**config.mk**
```make
export PLATFORM = sky130hd
export DESIGN_NAME = prio_vec_intc
export DESIGN_NICKNAME = d
export VERILOG_FILES = /design/src/rtl/intc_pkg.sv /design/src/rtl/intc_post_bank.sv /design/src/rtl/intc_prio_enc.sv /design/src/rtl/prio_vec_intc.sv
export SDC_FILE = /design/constraint.sdc
export NUM_CORES = 1
export LEC_CHECK = 0
export ABC_AREA = 1
export BUFFER_PORTS_ARGS = -buffer_cell sky130_fd_sc_hd__buf_4
export CELL_PAD_IN_SITES_DETAIL_PLACEMENT = 0
export CELL_PAD_IN_SITES_GLOBAL_PLACEMENT = 1
export CORE_ASPECT_RATIO = 1.4
export CORE_UTILIZATION = 41
export CTS_CLUSTER_SIZE = 40
export DETAILED_ROUTE_END_ITERATION = 7
export PLACE_DENSITY = 0.88
export SLEW_MARGIN = 0
export SYNTH_ARGS = -nofsm -noshare
export SYNTH_HDL_FRONTEND = slang
export SYNTH_SLANG_ARGS = --single-unit
export TNS_END_PERCENT = 1
```
**constraint.sdc**
```tcl
create_clock -name clk -period 2.7 [get_ports clk]
set_clock_uncertainty 0.15 [all_clocks]
set_input_delay 0.135 -clock clk [delete_from_list [all_inputs] [get_ports clk]]
set_output_delay 0.135 -clock clk [all_outputs]
set_load 0.02 [all_outputs]
```
**src/rtl/intc_pkg.sv**
```systemverilog
package intc_pkg;
    localparam int BANK_W    = 8;
    localparam int NUM_BANKS = 3;
    localparam int NUM_SRC   = BANK_W * NUM_BANKS;
    localparam int IDX_W     = $clog2(NUM_SRC);
    localparam int ADDR_W    = 3;
    localparam int SWEN_BIT  = NUM_SRC - 1;

    typedef enum logic [ADDR_W-1:0] {
        RA_POST0 = 3'd0,
        RA_POST1 = 3'd1,
        RA_POST2 = 3'd2,
        RA_MASK0 = 3'd3,
        RA_MASK1 = 3'd4,
        RA_MASK2 = 3'd5,
        RA_VECT  = 3'd6,
        RA_NONE  = 3'd7
    } reg_addr_e;

    typedef struct packed {
        logic             valid;
        logic [IDX_W-1:0] idx;
    } pick_t;

    function automatic logic [BANK_W-1:0] vec_of(input logic [IDX_W-1:0] idx);
        logic [BANK_W-1:0] v;
        v = BANK_W'(idx) + BANK_W'(1);
        return v << 2;
    endfunction
endpackage

```
**src/rtl/intc_post_bank.sv**
```systemverilog
module intc_post_bank
    import intc_pkg::*;
#(
    parameter int W = BANK_W
) (
    input  logic         clk,
    input  logic         rst,
    input  logic [W-1:0] hw_req,
    input  logic         bank_wr,
    input  logic [W-1:0] wdata,
    input  logic         swen,
    input  logic [W-1:0] ack_clr,
    input  logic         flush,
    output logic [W-1:0] posted
);
    logic [W-1:0] hw_q;
    logic [W-1:0] rise;
    logic [W-1:0] set_v;
    logic [W-1:0] clr_v;

    always_comb begin
        rise  = hw_req & ~hw_q;
        set_v = rise | ((bank_wr && swen) ? wdata : '0);
        clr_v = ack_clr | (flush ? '1 : '0) | ((bank_wr && !swen) ? ~wdata : '0);
    end

    always_ff @(posedge clk) begin
        if (rst) begin
            hw_q   <= '0;
            posted <= '0;
        end else begin
            hw_q   <= hw_req;
            posted <= set_v | (posted & ~clr_v);
        end
    end

    AST_CLR_ONES_NOOP: assert property (@(posedge clk) disable iff (rst)
        (bank_wr && !swen && hw_req == '0) |=> ((posted & ~$past(posted)) == '0));

    AST_SW_ZEROS_NOOP: assert property (@(posedge clk) disable iff (rst)
        (bank_wr && swen && ack_clr == '0 && !flush) |=> (($past(posted) & ~posted) == '0));
endmodule

```
**src/rtl/intc_prio_enc.sv**
```systemverilog
module intc_prio_enc
    import intc_pkg::*;
#(
    parameter int N = NUM_SRC
) (
    input  logic [N-1:0] pend,
    output pick_t        pick
);
    always_comb begin
        pick = '0;
        for (int i = N - 1; i >= 0; i--) begin
            if (pend[i]) begin
                pick.valid = 1'b1;
                pick.idx   = IDX_W'(i);
            end
        end
    end
endmodule

```
**src/rtl/prio_vec_intc.sv**
```systemverilog
module prio_vec_intc
    import intc_pkg::*;
(
    input  logic               clk,
    input  logic               rst,
    input  logic [NUM_SRC-1:0] hw_req,
    input  logic [ADDR_W-1:0]  reg_addr,
    input  logic               reg_we,
    input  logic [BANK_W-1:0]  reg_wdata,
    output logic [BANK_W-1:0]  reg_rdata,
    input  logic               vec_ack,
    input  logic               gie,
    output logic               irq
);
    logic [NUM_SRC-1:0] mask_q;
    logic [NUM_SRC-1:0] mask_eff;
    logic [NUM_SRC-1:0] posted_all;
    logic [NUM_SRC-1:0] pend;
    logic [NUM_SRC-1:0] ack_vec;
    logic               swen;
    logic               flush;
    pick_t              pick;
    reg_addr_e          ra;

    assign ra       = reg_addr_e'(reg_addr);
    assign swen     = mask_q[SWEN_BIT];
    assign mask_eff = mask_q & ~(NUM_SRC'(1) << SWEN_BIT);
    assign pend     = posted_all & mask_eff;
    assign flush    = reg_we && (ra == RA_VECT);
    assign ack_vec  = (vec_ack && pick.valid) ? (NUM_SRC'(1) << pick.idx) : '0;
    assign irq      = gie && pick.valid;

    for (genvar b = 0; b < NUM_BANKS; b++) begin : g_bank
        intc_post_bank #(.W(BANK_W)) u_bank (
            .clk     (clk),
            .rst     (rst),
            .hw_req  (hw_req[b*BANK_W +: BANK_W]),
            .bank_wr (reg_we && (reg_addr == ADDR_W'(b))),
            .wdata   (reg_wdata),
            .swen    (swen),
            .ack_clr (ack_vec[b*BANK_W +: BANK_W]),
            .flush   (flush),
            .posted  (posted_all[b*BANK_W +: BANK_W])
        );

        always_ff @(posedge clk) begin
            if (rst) begin
                mask_q[b*BANK_W +: BANK_W] <= '0;
            end else if (reg_we && reg_addr == ADDR_W'(NUM_BANKS + b)) begin
                mask_q[b*BANK_W +: BANK_W] <= reg_wdata;
            end
        end
    end

    intc_prio_enc #(.N(NUM_SRC)) u_enc (
        .pend (pend),
        .pick (pick)
    );

    always_comb begin
        unique case (ra)
            RA_POST0: reg_rdata = posted_all[0*BANK_W +: BANK_W];
            RA_POST1: reg_rdata = posted_all[1*BANK_W +: BANK_W];
            RA_POST2: reg_rdata = posted_all[2*BANK_W +: BANK_W];
            RA_MASK0: reg_rdata = mask_q[0*BANK_W +: BANK_W];
            RA_MASK1: reg_rdata = mask_q[1*BANK_W +: BANK_W];
            RA_MASK2: reg_rdata = mask_q[2*BANK_W +: BANK_W];
            RA_VECT:  reg_rdata = pick.valid ? vec_of(pick.idx) : '0;
            default:  reg_rdata = '0;
        endcase
    end

    AST_PICK_IS_LIVE: assert property (@(posedge clk) disable iff (rst)
        pick.valid |-> (mask_q[pick.idx] && posted_all[pick.idx] && pick.idx != IDX_W'(SWEN_BIT)));

    AST_ACK_RETIRES: assert property (@(posedge clk) disable iff (rst)
        (vec_ack && pick.valid && !hw_req[pick.idx] && !reg_we) |=> !posted_all[$past(pick.idx)]);

    AST_FLUSH_EMPTIES: assert property (@(posedge clk) disable iff (rst)
        (flush && hw_req == '0) |=> (posted_all == '0));

    AST_IRQ_GATED: assert property (@(posedge clk) disable iff (rst)
        irq |-> (gie && (posted_all & mask_q) != '0));
endmodule

```
==> impl_metrics.csv, run 1 <==
group,metric,value,unit
clock_tree,clk_latency,340,ps
placement,place_inst,702,
hold_path,hold_path_class,"input port to register",
synthesis,syn_inst,551,
synthesis,synth-simple-area-share,0.2938,
floorplan,ios,49,
synthesis,syn-num-nets,597,
floorplan,rows,41,
synthesis,yosys-top-cells-count,"nand2_1, nor2_1, a21oi_1, dfxtp_1, inv_1",
synthesis,synth_cell_types,32,
synthesis,synthArstFlopShare,0,
grt,overflow,0,
placement,dpl.hpwl,9563,um
worst_setup_path,crit_path_start_kind,"register",
synthesis,synth_top_cell_area_share,0.3807,
placement,routabilityCongestion,0.9981,
synthesis,yosysTopAreaCell,"dfxtp_1",
worst_setup_path,cp.required,2410,ps
synthesis,synth.area.mux_share,0,
sta,fmax,0.3392,GHz
clock_tree,htree_levels,3,
power,powerDensity,561.4,mW/mm^2
placement,place_ws,0.1066,ps
outcome,status,"complete, but fails checks",
sta,slew_violations,0,
floorplan,die_width,83.22,um
worst_setup_path,arrival,2660,ps
layout,antenna_cells,0,
sta,maxSlewHeadroom,0.4957,
sta,finalCritPeriodShare,1.092,
worst_setup_path,rrSetupSlack,-130,ps
drt,drcViolationCount,0,
flow_run,maxCapViolCount,0,
synthesis,synth_seq_cells,72,
synthesis,synth_edf_count,0,
layout,drive_above_1_share,0.2074,
grt,grt_pass1_wl,19980,um
clock_tree,cts_sinks,72,
clock_tree,cts_buffers,9,
synthesis,synth.avg_cell_area,6.871,um^2
floorplan,core_area,0.008977,mm^2
layout,fill_cells,844,
sta,max_slew.worst_pin.slew,756.4,ps
drt,wl,13150,um
grt,antenna_found_initial,0,
worst_setup_path,worstPathMaxFanout,3,
power,vdd_drop_max,0.5068,mV
synthesis,synth_top_family_by_area,"simple AND/OR/NAND/NOR gates",
worst_setup_path,path_class,"register to output port",
sta,post-route-min-period,2948,ps
layout,design_area,0.005062,mm^2
synthesis,synth_ff_type,"dfxtp_1",
placement,placed_area,0.004318,mm^2
power,leakage,2.257,nW
synthesis,netlist_area,0.003786,mm^2
worst_setup_path,endpoint_kind,"output port",
synthesis,ys_top_cells_by_area,"dfxtp_1, a21oi_1, nand2_1",
drt,num_vias,4280,
drt,drtIter0Drc,341,
sta,whs,5.084,ps
clock_tree,cts_tree,"done",
grt,grt_pass1_vias,3901,
sta,fin_ws,-247.9,ps
floorplan,initial_core_util,0.4217,
synthesis,synth_xor_area_frac,0,
sta,hold_violations,0,
synthesis,synth.yosys.seq_area_share,0.3807,
drt,drtAntennaViolNets,0,
floorplan,dieArea,0.009628,mm^2
drt,via_per_inst,5.646,
clock_tree,cts.path.max_buffers,2,
synthesis,yosysMostFrequentCell,"nand2_1",
layout,areaGrowthSynthToFinish,33.71,%
grt,grt_usage,0.2746,
placement,portBuffers,48,
grt,grt_max_degree,73,
drt,first_pass_iters,5,
layout,finalNonFillerCells,758,
synthesis,synth_warnings,0,
clock_tree,cts_root_buf,"clkbuf_16",
clock_tree,clkTransAtPathRegs,60,ps
layout,nets,692,
sta,grt_setup_unrepaired,"yes",
outcome,violations,"setup timing",
floorplan,dieHeight,115.7,um
synthesis,synth-adder-area-share,0.01983,
synthesis,synth_compound_area_frac,0.2105,
sta,setup_violations,17,
drt,wl_per_cell,17.35,um
==> where the power goes <==
| part | internal [mW] | switching, mW | total [mW] |
|---|---|---|---|
| Sequential | 1.12 | 0.0427 | 1.17 |
| Combinational | 0.202 | 0.285 | 0.487 |
| Clock | 0.744 | 0.446 | 1.19 |
==> logic make-up (layout without fill, tap and decap cells) <==
group	after synthesis	after routing
and+or+nand+nor	245	245
AOI/OAI and AO/OA	133	133
buffers and inverters	95	195
DFF	72	72
adders and majority gates	6	6
==> sequential cells by signal (all words and copies together), names as in the netlist <==
name                  flops
g_bank.u_bank.posted     24
g_bank.u_bank.hw_q       24
mask_eff                 23
mask_q                    1
==> cell usage in the layout, fill, tap and decap left out, types with 2 or more instances in the layout <==
cell type / synthesis / layout
nor3_1: 2 / 2
nand2_1: 102 / 98
ha_4: 0 / 3
o2111ai_1: 6 / 6
a211oi_1: 13 / 13
dfxtp_1: 72 / 68
o311ai_1: 3 / 3
a221oi_1: 7 / 7
o211ai_1: 10 / 10
dfxtp_2: 0 / 4
nor2_2: 3 / 4
dlygate4sd3_1: 0 / 30
o21ai_2: 1 / 2
buf_6: 0 / 2
inv_2: 10 / 10
clkbuf_1: 12 / 4
inv_1: 66 / 66
nand4_1: 6 / 6
clkbuf_16: 0 / 9
nor2_4: 2 / 3
o22ai_1: 2 / 2
ha_1: 6 / 2
nor3_2: 7 / 7
a22oi_1: 2 / 2
nand2_2: 6 / 10
nand3_1: 27 / 27
nor3_4: 3 / 3
o21ai_0: 4 / 4
buf_4: 0 / 71
nor2_1: 84 / 82
a21oi_1: 82 / 82
==> stage by stage <==
step	utilization	setup TNS, ps	power [mW]
3_5_place_dp	0.4810	0	1.606
2_1_floorplan	-	0	1.422
4_1_cts	0.5608	-623.2	2.831
6_report	0.5639	-1540	2.842
3_3_place_gp	0.4810	0	1.600
5_1_grt	0.5639	-7151	2.942
==> layout make-up <==
cell class / instances / area [um^2] / share of cell area
multi-input combinational: 384 / 2048 / 0.4046
sequential: 72 / 1446 / 0.2857
timing repair buffer: 103 / 855.8 / 0.1691
inverter: 76 / 285.3 / 0.05635
clock buffer: 14 / 254.0 / 0.05017
tap: 107 / 133.9 / 0.02645
clock inverter: 2 / 38.79 / 0.007662
==> final timing paths <==
kind,from,cells past startpoint,end
min,reg_wdata[6],3,mask_eff[22]$_SDFFE_PP0P_
min reg2reg,mask_eff[8]$_SDFFE_PP0P_,2,mask_eff[8]$_SDFFE_PP0P_
max,mask_eff[20]$_SDFFE_PP0P_,16,reg_rdata[4]
max reg2reg,g_bank[2].u_bank.posted[5]$_SDFF_PP0_,31,g_bank[0].u_bank.posted[5]$_SDFF_PP0_
==> routing by layer <==
metal  track usage  share of wire  vias to the layer above
li1              -              -                     2025
met3       0.03632          0.059                       62
met4        0.2310          0.081                        0
met2        0.4546           0.46                      216
met5             0              0                        -
met1        0.3178           0.39                     1977
==> critical path: stages (launching register included) <==
cell      delay [ps]
dfxtp_2          330
nand2_2          100
buf_4            110
buf_4            110
a21oi_1           60
nor2_1            90
nor2_1            50
nor2_1            90
nor2_1            50
nor2_1           100
o21bai_1         110
a21oi_1          430
ha_4             240
ha_4             200
nand2_2           60
nand2_2           50
buf_6            150
==> what timing repair did <==
action	4_1_cts	5_1_grt
setup endpoints to repair	9	28
hold buffers	30	0
endpoints found under the hold margin	39	0
pin swaps	4	6
buffers inserted	8	2
resized for setup	14	5
Power figures use the tool's default switching activity.
==> inputs of run 2 (changes only) <==
- CORE_UTILIZATION: 41 -> 44
- MAX_ROUTING_LAYER: not set -> met4
- PLACE_DENSITY: 0.88 -> 0.93
- clock period: 2.7 -> 3.5 ns (I/O delays scaled with it)
==> run 2 against run 1 <==
Against the previous run:
- the flow now finishes without violations
- setup slack better by 580 ps
- cell count down 4.6%
- global-route usage up 3.1 points
- clock power down 24%
- hold slack better by 20 ps
- critical endpoint unchanged
- largest cell class unchanged
- highest routed layer unchanged
==> impl_metrics.csv, run 2 (same netlist as run 1, synthesis figures left out) <==
group,metric,value,unit
outcome,status,"complete, no violations",
clock_tree,cts_sinks,72,
clock_tree,hold_buffers,24,
power,vdd_drop_max,0.3427,mV
drt,via_per_inst,5.610,
drt,drtIter0Drc,302,
worst_setup_path,arrival,2840,ps
placement,portBuffers,48,
worst_setup_path,cp_num_buf_inv,2,
drt,drcViolationCount,0,
worst_setup_path,crit_path_start_kind,"register",
worst_setup_path,worstPathMaxFanout,3,
worst_setup_path,rr_worst_depth,29,
worst_setup_path,slowest_stage,"dfxtp_1",
worst_setup_path,reg2reg_from,"g_bank[2].u_bank.posted[5]$_SDFF_PP0_",
floorplan,dieArea,0.008985,mm^2
layout,areaGrowthSynthToFinish,25.12,%
worst_setup_path,endpoint_kind,"output port",
placement,dpl.hpwl,9178,um
grt,antenna_found_initial,0,
sta,whs,24.68,ps
drt,first_pass_iters,5,
drt,num_vias,4056,
grt,grt_pass1_wl,19740,um
placement,placed_area,0.004207,mm^2
sta,finalCritPeriodShare,0.9052,
sta,setup_violations,0,
layout,final_cell_mix,"nand2_1, nor2_1, a21oi_1, dfxtp_1, inv_1",
drt,wl,12520,um
power,powerDensity,451.1,mW/mm^2
floorplan,initial_core_util,0.4591,
worst_setup_path,critPathMostFrequentCell,"nand2_1",
worst_setup_path,critPathMaxStageDelay,380,ps
worst_setup_path,path_class,"register to output port",
floorplan,rows,39,
grt,overflow,0,
power,leakage,2.115,nW
layout,final_core_util,0.5744,
clock_tree,htree_levels,3,
layout,nets,662,
placement,routabilityCongestion,1.028,
clock_tree,cts-resized-gates,0,
worst_setup_path,cp.required,3170,ps
sta,fmax,0.3156,GHz
layout,antenna_cells,0,
grt,grt_pass1_vias,4041,
sta,setup_tns,0,ps
worst_setup_path,crit_family,"simple AND/OR/NAND/NOR gates",
clock_tree,clkTransAtPathRegs,60,ps
layout,design_area,0.004737,mm^2
sta,hold_violations,0,
floorplan,die_width,80.40,um
hold_path,hold_path_class,"input port to register",
drt,drtAntennaViolNets,0,
placement,place_inst,683,
sta,slew_violations,0,
layout,drive_above_1_share,0.1578,
layout,mostFrequentLayoutCell,"nand2_1",
layout,finalNonFillerCells,723,
sta,max_slew.worst_pin.slew,1058,ps
floorplan,core_area,0.008247,mm^2
grt,grt_max_degree,73,
floorplan,ios,49,
grt,grt_usage,0.3056,
clock_tree,cts_root_buf,"clkbuf_16",
sta,grt_setup_unrepaired,"no",
sta,post-route-min-period,3168,ps
hold_path,min-delay-start,"reg_wdata[1]",
worst_setup_path,critPathLaunch,"g_bank[2].u_bank.posted[4]$_SDFF_PP0_",
clock_tree,clk_latency,340,ps
floorplan,dieHeight,111.8,um
worst_setup_path,crit_cells,28,
clock_tree,cts_buffers,9,
clock_tree,cts.path.max_buffers,2,
hold_path,hold_depth,3,
clock_tree,cts_tree,"done",
drt,wl_per_cell,17.32,um
worst_setup_path,rrSetupSlack,690,ps
sta,maxSlewHeadroom,0.2894,
clock_tree,postCtsSetupBuffers,0,
flow_run,maxCapViolCount,0,
-- run 2: layer usage --
metal,vias to the layer above,wire length (um),track usage
li1,1957,-,-
met1,1857,4783,0.3425
met2,179,5904,0.4740
met3,63,873,0.04918
met4,0,962,0.2369
met5,-,0,-
-- run 2: worst reg2reg max path, delay by kind of cell (launching register included) --
| family | cells | cell delay, ps |
|---|---|---|
| and+or+nand+nor | 22 | 1190 |
| adders and majority gates | 2 | 460 |
| AOI/OAI and AO/OA | 2 | 270 |
| buffers and inverters | 3 | 210 |
| DFF | 1 | 380 |
-- run 2: where the power goes --
| group | switching, mW | internal [mW] |
|---|---|---|
| Clock | 0.355 | 0.552 |
| Sequential | 0.0368 | 0.866 |
| Combinational | 0.199 | 0.127 |
| Total | 0.591 | 1.55 |
-- run 2: area by class of cell --
type	instances	area [um^2]
Clock buffer	11	232.7
Inverter	76	285.3
Tap cell	102	127.6
Sequential cell	72	1441
Timing Repair Buffer	73	608.1
Clock inverter	5	57.56
Fill cell	792	3510
Multi-Input combinational cell	384	1984
-- run 2: final timing paths --
check	to
worst max-delay path	reg_rdata[4]
worst min-delay path	mask_eff[9]$_SDFFE_PP0P_
worst max register to register	g_bank[2].u_bank.posted[3]$_SDFF_PP0_
worst min register to register	mask_eff[22]$_SDFFE_PP0P_
-- run 2: per-stage QoR --
step | power (mW) | setup slack [ps]
after floorplan | 1.097 | 1055
after global placement | 1.214 | 783.1
after detailed placement | 1.219 | 724.6
after CTS | 2.137 | 366.9
after global routing | 2.212 | 30.30
final | 2.137 | 331.6
